File: config.mk
export PLATFORM = sky130hd
export DESIGN_NAME = desc_xfer_engine
export DESIGN_NICKNAME = d
export VERILOG_FILES = /design/src/rtl/dx_pkg.sv /design/src/rtl/dx_ptr_reg.sv /design/src/rtl/dx_cursor.sv /design/src/rtl/dx_engine_fsm.sv /design/src/rtl/desc_xfer_engine.sv
export SDC_FILE = /design/constraint.sdc
export NUM_CORES = 1
export LEC_CHECK = 0
export BUFFER_PORTS_ARGS = -buffer_cell sky130_fd_sc_hd__buf_2
export CAP_MARGIN = 20
export CORE_MARGIN = 2
export CORE_UTILIZATION = 40
export CTS_CLUSTER_DIAMETER = 40
export CTS_CLUSTER_SIZE = 12
export DETAILED_ROUTE_END_ITERATION = 6
export SETUP_SLACK_MARGIN = 0.3
export SLEW_MARGIN = 15
export SYNTH_ARGS = -nofsm -noshare
export SYNTH_HDL_FRONTEND = slang
export SYNTH_SLANG_ARGS = --single-unit
File: constraint.sdc
create_clock -name clk_i -period 7.3 [get_ports clk_i]
set_input_delay 1.46 -clock clk_i [delete_from_list [all_inputs] [get_ports clk_i]]
set_output_delay 1.46 -clock clk_i [all_outputs]
set_load 0.05 [all_outputs]
File: src/rtl/dx_pkg.sv
package dx_pkg;
  localparam int AW = 64;
  localparam int LW = 32;
  localparam int KW = 16;
  localparam int BW = 8;
  localparam int DESC_BYTES = 16;
  localparam int STAT_BYTES = 4;
  localparam logic [AW-1:0] SIG = 64'h51454d5520434647;
  localparam int C_ERR  = 0;
  localparam int C_RD   = 1;
  localparam int C_SKIP = 2;
  localparam int C_SEL  = 3;
  localparam int C_WR   = 4;
  typedef enum logic [2:0] {
    ST_IDLE, ST_FETCH, ST_SEL, ST_CHECK, ST_MOVE, ST_STATUS, ST_DONE
  } state_e;
endpackage

File: src/rtl/dx_ptr_reg.sv
module dx_ptr_reg
  import dx_pkg::*;
(
  input  logic          clk_i,
  input  logic          rst_ni,
  input  logic          wr_hi_i,
  input  logic          wr_lo_i,
  input  logic [AW-1:0] wdata_i,
  input  logic          busy_i,
  input  logic          done_i,
  output logic          start_o,
  output logic [AW-1:0] base_o,
  output logic [AW-1:0] rdata_o
);
  localparam int HW = AW / 2;
  logic [AW-1:0] q;

  always_ff @(posedge clk_i or negedge rst_ni) begin
    if (!rst_ni) q <= '0;
    else if (done_i) q <= '0;
    else if (!busy_i) begin
      if (wr_hi_i) q[AW-1:HW] <= wdata_i[AW-1:HW];
      if (wr_lo_i) q[HW-1:0]  <= wdata_i[HW-1:0];
    end
  end

  assign start_o = wr_lo_i && !busy_i;
  assign base_o  = q;
  assign rdata_o = busy_i ? q : SIG;
endmodule

File: src/rtl/dx_cursor.sv
module dx_cursor
  import dx_pkg::*;
(
  input  logic          clk_i,
  input  logic          rst_ni,
  input  logic          host_sel_i,
  input  logic [KW-1:0] host_key_i,
  input  logic          busy_i,
  input  logic          eng_sel_i,
  input  logic [KW-1:0] eng_key_i,
  input  logic          adv_i,
  input  logic [LW-1:0] adv_by_i,
  output logic [KW-1:0] key_o,
  output logic [LW-1:0] off_o
);
  always_ff @(posedge clk_i or negedge rst_ni) begin
    if (!rst_ni) begin
      key_o <= '0;
      off_o <= '0;
    end else if (eng_sel_i) begin
      key_o <= eng_key_i;
      off_o <= '0;
    end else if (host_sel_i && !busy_i) begin
      key_o <= host_key_i;
      off_o <= '0;
    end else if (adv_i) begin
      off_o <= off_o + adv_by_i;
    end
  end
endmodule

File: src/rtl/dx_engine_fsm.sv
module dx_engine_fsm
  import dx_pkg::*;
(
  input  logic          clk_i,
  input  logic          rst_ni,
  input  logic          start_i,
  input  logic [AW-1:0] base_i,
  input  logic [LW-1:0] item_len_i,
  input  logic          item_writable_i,
  input  logic [BW-1:0] item_rdata_i,
  input  logic [LW-1:0] item_off_i,
  input  logic          mem_rvalid_i,
  input  logic [BW-1:0] mem_rdata_i,
  output logic          busy_o,
  output logic          done_o,
  output logic          sel_o,
  output logic [KW-1:0] sel_key_o,
  output logic          adv_o,
  output logic [LW-1:0] adv_by_o,
  output logic          item_we_o,
  output logic [BW-1:0] item_wdata_o,
  output logic          mem_req_o,
  output logic          mem_we_o,
  output logic [AW-1:0] mem_addr_o,
  output logic [BW-1:0] mem_wdata_o
);
  localparam int DBITS = DESC_BYTES * BW;

  state_e         state;
  logic [LW-1:0]  cnt;
  logic           pend;
  logic           err;
  logic [DBITS-1:0] desc;

  logic [31:0]   ctrl;
  logic [LW-1:0] len;
  logic [AW-1:0] daddr;
  logic          is_rd, is_wr, is_sk, wr_bad, rsp, last_mv;

  assign ctrl  = desc[DBITS-1 -: 32];
  assign len   = desc[DBITS-33 -: LW];
  assign daddr = desc[AW-1:0];
  assign is_rd = ctrl[C_RD];
  assign is_wr = ctrl[C_WR] && !ctrl[C_RD];
  assign is_sk = ctrl[C_SKIP] && !ctrl[C_RD] && !ctrl[C_WR];
  // one sum covers both a start and an end beyond the item
  assign wr_bad = !item_writable_i ||
                  (({1'b0, item_off_i} + {1'b0, len}) > {1'b0, item_len_i});
  assign rsp     = pend && mem_rvalid_i;
  assign last_mv = (cnt == len - 1'b1);

  always_ff @(posedge clk_i or negedge rst_ni) begin
    if (!rst_ni) begin
      state <= ST_IDLE;
      cnt   <= '0;
      pend  <= 1'b0;
      err   <= 1'b0;
      desc  <= '0;
    end else begin
      case (state)
        ST_IDLE: if (start_i) begin
          state <= ST_FETCH;
          cnt   <= '0;
          pend  <= 1'b0;
          err   <= 1'b0;
        end
        ST_FETCH: begin
          if (!pend) pend <= 1'b1;
          else if (mem_rvalid_i) begin
            pend <= 1'b0;
            desc <= {desc[DBITS-BW-1:0], mem_rdata_i};
            if (cnt == LW'(DESC_BYTES - 1)) begin
              cnt   <= '0;
              state <= ST_SEL;
            end else cnt <= cnt + 1'b1;
          end
        end
        ST_SEL: state <= ST_CHECK;
        ST_CHECK: begin
          cnt <= '0;
          if (is_rd) state <= (len == '0) ? ST_STATUS : ST_MOVE;
          else if (is_wr) begin
            if (wr_bad) begin
              err   <= 1'b1;
              state <= ST_STATUS;
            end else state <= (len == '0) ? ST_STATUS : ST_MOVE;
          end else state <= ST_STATUS;
        end
        ST_MOVE: begin
          if (!pend) pend <= 1'b1;
          else if (mem_rvalid_i) begin
            pend <= 1'b0;
            if (last_mv) begin
              cnt   <= '0;
              state <= ST_STATUS;
            end else cnt <= cnt + 1'b1;
          end
        end
        ST_STATUS: begin
          if (!pend) pend <= 1'b1;
          else if (mem_rvalid_i) begin
            pend <= 1'b0;
            if (cnt == LW'(STAT_BYTES - 1)) begin
              cnt   <= '0;
              state <= ST_DONE;
            end else cnt <= cnt + 1'b1;
          end
        end
        ST_DONE: state <= ST_IDLE;
        default: state <= ST_IDLE;
      endcase
    end
  end

  assign busy_o    = (state != ST_IDLE);
  assign done_o    = (state == ST_DONE);
  assign sel_o     = (state == ST_SEL) && ctrl[C_SEL];
  assign sel_key_o = ctrl[31:16];

  assign adv_o    = ((state == ST_MOVE) && rsp) || ((state == ST_CHECK) && is_sk);
  assign adv_by_o = (state == ST_CHECK) ? len : LW'(1);

  assign item_we_o    = (state == ST_MOVE) && is_wr && rsp;
  assign item_wdata_o = mem_rdata_i;

  always_comb begin
    mem_req_o   = 1'b0;
    mem_we_o    = 1'b0;
    mem_addr_o  = base_i + AW'(cnt);
    mem_wdata_o = '0;
    case (state)
      ST_FETCH: mem_req_o = !pend;
      ST_MOVE: begin
        mem_req_o   = !pend;
        mem_we_o    = is_rd;
        mem_addr_o  = daddr + AW'(cnt);
        mem_wdata_o = (item_off_i < item_len_i) ? item_rdata_i : '0;
      end
      ST_STATUS: begin
        mem_req_o   = !pend;
        mem_we_o    = 1'b1;
        mem_wdata_o = (cnt == LW'(STAT_BYTES - 1)) ? {{(BW-1){1'b0}}, err} : '0;
      end
      default: ;
    endcase
  end
endmodule

File: src/rtl/desc_xfer_engine.sv
module desc_xfer_engine
  import dx_pkg::*;
(
  input  logic          clk_i,
  input  logic          rst_ni,
  input  logic          ptr_wr_hi_i,
  input  logic          ptr_wr_lo_i,
  input  logic [AW-1:0] ptr_wdata_i,
  output logic [AW-1:0] ptr_rdata_o,
  output logic          busy_o,
  input  logic          sel_wr_i,
  input  logic [KW-1:0] sel_key_i,
  output logic [KW-1:0] item_key_o,
  output logic [LW-1:0] item_off_o,
  input  logic [LW-1:0] item_len_i,
  input  logic          item_writable_i,
  input  logic [BW-1:0] item_rdata_i,
  output logic          item_we_o,
  output logic [BW-1:0] item_wdata_o,
  output logic          mem_req_o,
  output logic          mem_we_o,
  output logic [AW-1:0] mem_addr_o,
  output logic [BW-1:0] mem_wdata_o,
  input  logic          mem_rvalid_i,
  input  logic [BW-1:0] mem_rdata_i
);
  logic          start, done, eng_sel, adv;
  logic [AW-1:0] base;
  logic [KW-1:0] eng_key;
  logic [LW-1:0] adv_by;

  dx_ptr_reg u_ptr (
    .clk_i, .rst_ni,
    .wr_hi_i (ptr_wr_hi_i),
    .wr_lo_i (ptr_wr_lo_i),
    .wdata_i (ptr_wdata_i),
    .busy_i  (busy_o),
    .done_i  (done),
    .start_o (start),
    .base_o  (base),
    .rdata_o (ptr_rdata_o)
  );

  dx_cursor u_cur (
    .clk_i, .rst_ni,
    .host_sel_i (sel_wr_i),
    .host_key_i (sel_key_i),
    .busy_i     (busy_o),
    .eng_sel_i  (eng_sel),
    .eng_key_i  (eng_key),
    .adv_i      (adv),
    .adv_by_i   (adv_by),
    .key_o      (item_key_o),
    .off_o      (item_off_o)
  );

  dx_engine_fsm u_fsm (
    .clk_i, .rst_ni,
    .start_i         (start),
    .base_i          (base),
    .item_len_i      (item_len_i),
    .item_writable_i (item_writable_i),
    .item_rdata_i    (item_rdata_i),
    .item_off_i      (item_off_o),
    .mem_rvalid_i    (mem_rvalid_i),
    .mem_rdata_i     (mem_rdata_i),
    .busy_o          (busy_o),
    .done_o          (done),
    .sel_o           (eng_sel),
    .sel_key_o       (eng_key),
    .adv_o           (adv),
    .adv_by_o        (adv_by),
    .item_we_o       (item_we_o),
    .item_wdata_o    (item_wdata_o),
    .mem_req_o       (mem_req_o),
    .mem_we_o        (mem_we_o),
    .mem_addr_o      (mem_addr_o),
    .mem_wdata_o     (mem_wdata_o)
  );
endmodule

==> results of run 1 <==
-- worst paths after layout --
| kind | end | from | slack (ps) | cells past startpoint |
|---|---|---|---|---|
| min reg2reg | u_cur.key_o[15]$_DFFE_PN0P_ | u_cur.key_o[15]$_DFFE_PN0P_ | 470 | 2 |
| max | mem_addr_o[56] | u_fsm.state[1]$_DFFE_PN0P_ | 700 | 14 |
| max in group asynchronous | u_fsm.desc[0]$_DFFE_PN0P_ | rst_ni | 5040 | 2 |
| max reg2reg | u_fsm.state[0]$_DFFE_PN0P_ | u_fsm.desc[64]$_DFFE_PN0P_ | 1290 | 22 |
| min in group asynchronous | u_ptr.base_o[43]$_DFFE_PN0P_ | rst_ni | 850 | 1 |
| min | u_cur.key_o[15]$_DFFE_PN0P_ | u_cur.key_o[15]$_DFFE_PN0P_ | 470 | 2 |
-- report_power, final --
part / switching (mW) / internal [mW]
clock network: 0.879 / 1.38
registers: 0.709 / 2.02
logic: 4.05 / 1.99
-- per-stage QoR --
| step | setup slack, ps | hold slack, ps | cell area (um2) | power, mW | instances |
|---|---|---|---|---|---|
| floorplan | 304 | 451 | 21200 | 7.14 | 2393 |
| global placement | 1080 | 458 | 23400 | 8.69 | 3298 |
| detailed placement | 1020 | 465 | 23400 | 8.76 | 3299 |
| CTS | 362 | 478 | 25000 | 11.1 | 3383 |
| global route | 324 | 505 | 25000 | 11.7 | 3385 |
| finish | 702 | 471 | 25000 | 11.0 | 3385 |
-- cells in the final DEF, fill, tap and decap left out, types with 80 or more instances in the layout --
| master | n |
|---|---|
| sky130_fd_sc_hd__o21ai_0 | 112 |
| sky130_fd_sc_hd__nor2_1 | 117 |
| sky130_fd_sc_hd__mux2_2 | 128 |
| sky130_fd_sc_hd__buf_2 | 329 |
| sky130_fd_sc_hd__ha_1 | 160 |
| sky130_fd_sc_hd__dfrtp_1 | 276 |
| sky130_fd_sc_hd__inv_1 | 80 |
| sky130_fd_sc_hd__a21oi_1 | 133 |
| sky130_fd_sc_hd__nand3_1 | 96 |
| sky130_fd_sc_hd__nand2_1 | 264 |
-- flip-flops by register name, summed over array words and instances (netlist names) --
register	flops
u_fsm.pend	1
u_ptr.base_o	64
u_fsm.desc	128
u_cur.key_o	16
u_fsm.state	3
u_cur.off_o	32
u_fsm.cnt	32
u_fsm.err	1
-- critical path: stages, from the launching register on --
cell and delay [ps]:
sky130_fd_sc_hd__dfrtp_1 530, sky130_fd_sc_hd__or3b_4 580, sky130_fd_sc_hd__buf_4 240, sky130_fd_sc_hd__nand2_1 80, sky130_fd_sc_hd__nand2_1 60, sky130_fd_sc_hd__ha_1 370, sky130_fd_sc_hd__a21o_1 210, sky130_fd_sc_hd__a21o_1 190
sky130_fd_sc_hd__a2111oi_0 430, sky130_fd_sc_hd__o21ai_0 200, sky130_fd_sc_hd__or3_1 530, sky130_fd_sc_hd__o211ai_1 530, sky130_fd_sc_hd__nor4_1 130, sky130_fd_sc_hd__xnor2_1 170, sky130_fd_sc_hd__buf_2 290
-- kinds of logic after synthesis --
kind of cell,after synthesis,synth area share [%]
XOR/XNOR,142,5.94
AND/OR/NAND/NOR,833,19.6
flip-flops,277,32.8
adder cells (fa/ha/maj),163,9.75
AO/OA/AOI/OAI,569,18.1
buffers and inverters,222,4.23
multiplexers,187,9.60
-- metal layers --
metal | vias to the layer above | global-route usage (%) | part of all wire, %
met5 | - | 0 | 0
met4 | 0 | 7.26 | 2.4
met3 | 98 | 2.77 | 4.8
met2 | 538 | 39.8 | 48
met1 | 9337 | 32.6 | 45
li1 | 9275 | - | -
-- cell type report --
cell class / count / share of cell area [%]
clock buffer: 48 / 4.67
timing repair buffer: 362 / 7.67
tap: 688 / 3.44
inverter: 80 / 1.20
multi-input combinational: 1894 / 53.6
clock inverter: 36 / 1.71
sequential: 277 / 27.7
-- timing repair --
item                                    4_1_cts  5_1_grt
buffers inserted                              0        1
endpoints found under the setup margin        0       29
hold buffers                                  0        0
gates resized for setup                       0        5
==> parameters.txt, run 1 <==
Parameter                              Value

Timing
  Setup Viol. Count Final ... 0
  Tmin final ... ~6600 ps
  Achievable frequency ... ~0.15 GHz
  Max-Slew Margin vs Limit ... 27.0%
  Worst setup skew after layout ... 18.6 ps
  TNS Setup ... 0 ps
  Share of the clock period used by the worst path ... between 90% and 100%
  RSZ-0062 raised after global routing ... false
  Final count of pins violating max slew ... 0
  Hold violation count in the final report ... 0
  Transition time of the tightest slew-check pin ... 1090 ps

Clock network
  Maximum clock path buffer count ... 3
  Clock edge transition at the registers on the reported setup and hold paths ... 60 ps
  Source-to-sink clock delay at the later pin of the worst-skew pair ... 580 ps
  CTS H-tree lvls ... 2
  Number of clock sinks ... between 200 and 300
  Clock tree from TritonCTS ... built
  Root buffer selected by CTS ... sky130_fd_sc_hd__clkbuf_16
  TritonCTS buffer count ... 46

Die
  Die Footprint ... 0.0547 mm2
  Core region area ... 0.0524 mm2
  Core Rows ... 84
  Starting density of the core ... 40.3%
  Number of placed I/O pins ... 331
  Height of the die ... about 230 um
  Chip width ... approximately 230 um

Drt
  Post-detailed-routing wire length ... 66900 um
  Drt drc ... 0
  Vias after detailed routing ... ~19000
  Number of nets with antenna violations after routing ... 0
  Violation count after the first detailed-routing iteration ... 1176
  Routed wire length per instance ... 19.8 um
  Length of the first detailed-routing pass in iterations ... 5
  Detail-routed via count per cell ... between 5 and 6

Global routing
  Number of antenna violations at the first check in global routing ... 0
  Global-route wire length before repair ... 104000 um
  Maximum number of pins on one net before global-route repair ... between 80 and 90
  Global-route usage over all layers ... 23.9%
  Grt ovf ... 0
  Number of global-route vias before repair ... roughly 19000

Layout
  Layout overhead on the synthesized area ... 18.3%
  Reg area ... slightly below 0.007 mm2
  Post-route core utilization ... 47.7%
  Number of nets in the layout ... ~3000
  Layout cells sized above 1 ... between 20% and 30%
  Antenna Diode Count ... 0
  Footprint of the multi-input gates ... around 0.013 mm2
  Filler cells ... 5033

Placed design
  Gp weighted congestion ... between 0.9 and 1
  Placed wire-length estimate after detailed placement ... slightly above 50000 um
  Number of buffer cells added on primary ports ... 330

Synth
  Share of the yosys chip area belonging to registers ... 32.8%
  Number of enable-type register cells in the synthesized netlist ... 0
  Ranking of synthesized cells by instance count ... sky130_fd_sc_hd__dfrtp_1 (277), sky130_fd_sc_hd__nand2_1 (264), sky130_fd_sc_hd__ha_1 (160)
  Count of unique library cells instantiated by Yosys ... 72
  Most repeated cell in the gate-level netlist after synthesis ... sky130_fd_sc_hd__dfrtp_1
  Share of the synthesized area in the top cell type ... 32.8%
  Post-synthesis instance total ... 2393
  Fraction of synthesis flops using an asynchronous set or reset pin ... 100%
  Top area cells in the synthesized netlist ... sky130_fd_sc_hd__dfrtp_1 (33%), sky130_fd_sc_hd__ha_1 (9.5%), sky130_fd_sc_hd__mux2_2 (6.8%), sky130_fd_sc_hd__nand2_1 (4.7%), sky130_fd_sc_hd__xnor2_1 (3.2%)
  Most area-hungry cell type in the Yosys netlist ... sky130_fd_sc_hd__dfrtp_1
  Count of synthesis-stage warnings from yosys ... 0
  Syn nets ... about 2700
  Synthesized area divided by synthesized cell count ... approximately 8.8 um2
  Primary FF master, synth ... sky130_fd_sc_hd__dfrtp_1
  Number of synthesized register bits ... 277
  Area of the mapped netlist ... 0.0212 mm2

Power and ir drop
  Leakage power summed over all cells ... 12.6 nW
  Power density over the cells ... between 400 and 500 mW/mm2
  Max rail drop VDD ... between 500 and 600 uV

Critical path
  Req. time, crit path ... about 5800 ps
  Critical path class ... flop to output pin
  Endpoint arrival time on the critical path ... 5140 ps
  CP max FO ... 16
  Nature of the critical path endpoint ... output pin
  Startpoint Class ... flop

Status
  Result of the run ... completed

Hold path
  Classification of the worst-slack hold path ... flop to flop

Flow run
  MaxCap Viol Count ... 0
Note: power is estimated with default switching activity, not from simulation.
==> run 2, diff against run 1 <==
Settings changed: GPL_ROUTABILITY_DRIVEN set to 0, REMOVE_ABC_BUFFERS set to 1.
==> parameters.txt, run 2 (synthesis results as in run 1) <==
Parameter                              Value

Clock network
  CTS H-tree lvls ... 2
  Clock edge transition at the registers on the reported setup and hold paths ... ~60 ps
  Source-to-sink clock delay at the later pin of the worst-skew pair ... 590 ps
  Root buffer selected by CTS ... sky130_fd_sc_hd__clkbuf_16
  TritonCTS buffer count ... 51
  # hold bufs at CTS ... 0
  Clock tree from TritonCTS ... built
  Number of clock sinks ... approximately 280
  Maximum clock path buffer count ... 3

Critical path
  Req. time, crit path ... about 6000 ps
  Max stage delay cell, worst path ... sky130_fd_sc_hd__or3b_4
  Endpoint arrival time on the critical path ... between 5000 and 6000 ps
  Reg2reg end ... u_fsm.state[0]$_DFFE_PN0P_
  Startpoint Class ... flop
  CP max FO ... 13
  Nature of the critical path endpoint ... output pin
  Crit path depth ... 15
  Launching element of the worst setup path ... u_fsm.state[1]$_DFFE_PN0P_
  CP endpoint ... mem_addr_o[38]
  Slack of the worst reg-to-reg path ... 1270 ps
  Cell-by-cell trace of the critical path ... or3b_4, nand2_1, nand2_1, ha_1, a21oi_1, or3b_2, and3_1, o211ai_1, a21oi_1, a21boi_0, buf_4, o211ai_1, or4_1, xor2_1, buf_2
  CP peak stage delay ... ~540 ps
  R2r worst-path depth ... 21
  Source of the worst register-to-register timing path ... u_fsm.desc[64]$_DFFE_PN0P_
  Cell class contributing the biggest share of worst-path delay ... simple AND/OR/NAND/NOR gates
  Critical path class ... flop to output pin
  Buffer and inverter count on the worst path ... 2

Timing
  RSZ-0062 raised after global routing ... false
  Worst setup skew after layout ... 29.0 ps
  Setup Viol. Count Final ... 0
  Max-Slew Margin vs Limit ... 33.0%
  Transition time of the tightest slew-check pin ... ~1000 ps
  Final count of pins violating max slew ... 0
  Worst hold slack ... 472 ps
  Final WS setup ... 762 ps
  Share of the clock period used by the worst path ... about 90%
  Tmin final ... ~6500 ps
  Achievable frequency ... ~0.15 GHz
  Hold violation count in the final report ... 0

Power and ir drop
  Int Power ... 5.51 mW
  Max rail drop VDD ... 514 uV
  Clock Power Share ... approximately a fifth
  Sequential share of power ... between 20% and 30%
  Net Sw Power ... approximately 5.6 mW
  Combinational fraction of design power ... 54.1%
  Power density over the cells ... 441 mW/mm2
  Switching Fraction ... 50.3%
  Leakage power summed over all cells ... 12.6 nW

Drt
  Length of the first detailed-routing pass in iterations ... 6
  Routed wire length per instance ... 19.4 um
  Post-detailed-routing wire length ... 65800 um
  Drt drc ... 0
  Detail-routed via count per cell ... 5.72
  Number of nets with antenna violations after routing ... 0
  Violation count after the first detailed-routing iteration ... 1529
  Vias after detailed routing ... 19400

Global routing
  Global-route usage over all layers ... 23.6%
  Maximum number of pins on one net before global-route repair ... 151
  Number of antenna violations at the first check in global routing ... 2
  Global-route wire length before repair ... just over 100000 um
  Grt ovf ... 0
  Number of global-route vias before repair ... 18600

Layout
  Antenna Diode Count ... 0
  Reg area ... 0.00693 mm2
  Register with the most flip-flops ... u_fsm.desc
  Layout cells sized above 1 ... 23.2%
  Footprint of the multi-input gates ... 0.0134 mm2
  Filler cells ... 4936
  Layout overhead on the synthesized area ... 19.0%
  Final std cell area, no fill ... 0.0252 mm2
  Number of nets in the layout ... 2966
  Non-Filler Instances ... 3398
  Number of flip-flops in the largest register ... 128
  Top library cells by usage in the layout, fill and taps aside ... sky130_fd_sc_hd__buf_2 (330), sky130_fd_sc_hd__dfrtp_1 (276), sky130_fd_sc_hd__nand2_1 (264)
  Most common library cell in the layout ignoring fill and taps ... sky130_fd_sc_hd__buf_2

Die
  Number of placed I/O pins ... between 300 and 400
  Height of the die ... 234 um
  Starting density of the core ... just over 40%
  Die Footprint ... between 0.05 and 0.06 mm2
  Core region area ... approximately 0.052 mm2
  Core Rows ... 84
  Chip width ... 234 um

Placed design
  Post-DP Area ... 0.0233 mm2
  Placed Cells ... 3297
  DP Worst Slack ... ~850 ps
  Placed wire-length estimate after detailed placement ... around 50000 um
  Number of buffer cells added on primary ports ... 330

Hold path
  Classification of the worst-slack hold path ... flop to flop

Flow run
  MaxCap Viol Count ... 0

Status
  Result of the run ... completed
run 2: cell count changes in the layout (fill, tap and decap cells not counted), sizes merged:
cell / previous run / this run
buf: 362 / 364
bufinv: 5 / 4
clkbuf: 48 / 65
clkinv: 8 / 10
clkinvlp: 7 / 6
inv: 96 / 90
run 2: tightest hold or removal path, cell delays in order, from the launching register on:
cell and delay [ps]:
sky130_fd_sc_hd__dfrtp_1 340, sky130_fd_sc_hd__nand2_1 40, sky130_fd_sc_hd__o21ai_0 60
run 2: worst min path at each step:
stage                                from                    endpoint  slack [ps]  cells after the start
4_1_cts        u_cur.key_o[4]$_DFFE_PN0P_  u_cur.key_o[4]$_DFFE_PN0P_         480                      2
3_3_place_gp   u_cur.key_o[4]$_DFFE_PN0P_  u_cur.key_o[4]$_DFFE_PN0P_         460                      2
5_1_grt        u_cur.key_o[4]$_DFFE_PN0P_  u_cur.key_o[4]$_DFFE_PN0P_         500                      2
3_5_place_dp   u_cur.key_o[4]$_DFFE_PN0P_  u_cur.key_o[4]$_DFFE_PN0P_         460                      2
6_report       u_cur.key_o[4]$_DFFE_PN0P_  u_cur.key_o[4]$_DFFE_PN0P_         470                      2
2_1_floorplan       u_fsm.err$_DFFE_PN0P_       u_fsm.err$_DFFE_PN0P_         450                      2
run 2: power groups by stage:
stage	Clock [mW]	Sequential, mW	Combinational, mW
4_1_cts	2.42	2.71	5.98
2_1_floorplan	0	2.59	4.50
3_5_place_dp	0	2.72	5.96
3_3_place_gp	0	2.73	5.88
6_report	2.37	2.71	6.00
5_1_grt	2.49	2.78	6.48
run 2: timing repair:
| action | in CTS | in global routing |
|---|---|---|
| gates resized for setup | 2 | 5 |
| setup buffers | 0 | 3 |
| hold endpoints to repair | 0 | 0 |
| endpoints found under the setup margin | 15 | 22 |
| pin swaps | 0 | 1 |
run 2: per-stage QoR:
stage	total power [mW]	setup TNS, ps	utilization, %
floorplan	7.09	-757510	-
global placement	8.60	0	44.5
detailed placement	8.68	0	44.5
CTS	11.1	0	47.8
global route	11.8	0	48.0
finish	11.1	0	48.0
run 2: area by class of cell:
type	count	area share [%]
Clock buffer	65	5.52
Clock inverter	30	1.34
Inverter	80	1.19
Multi-Input combinational cell	1894	53.2
Sequential cell	277	27.5
Tap cell	688	3.42
Timing Repair Buffer	364	7.79
run 2: metal layers:
metal | global-route usage [%] | up-vias | part of all wire [%]
li1 | - | 9272 | -
met3 | 3.83 | 119 | 6.1
met1 | 31.4 | 9376 | 44
met2 | 38.9 | 663 | 47
met5 | 0 | - | 0.046
met4 | 8.09 | 4 | 3.1
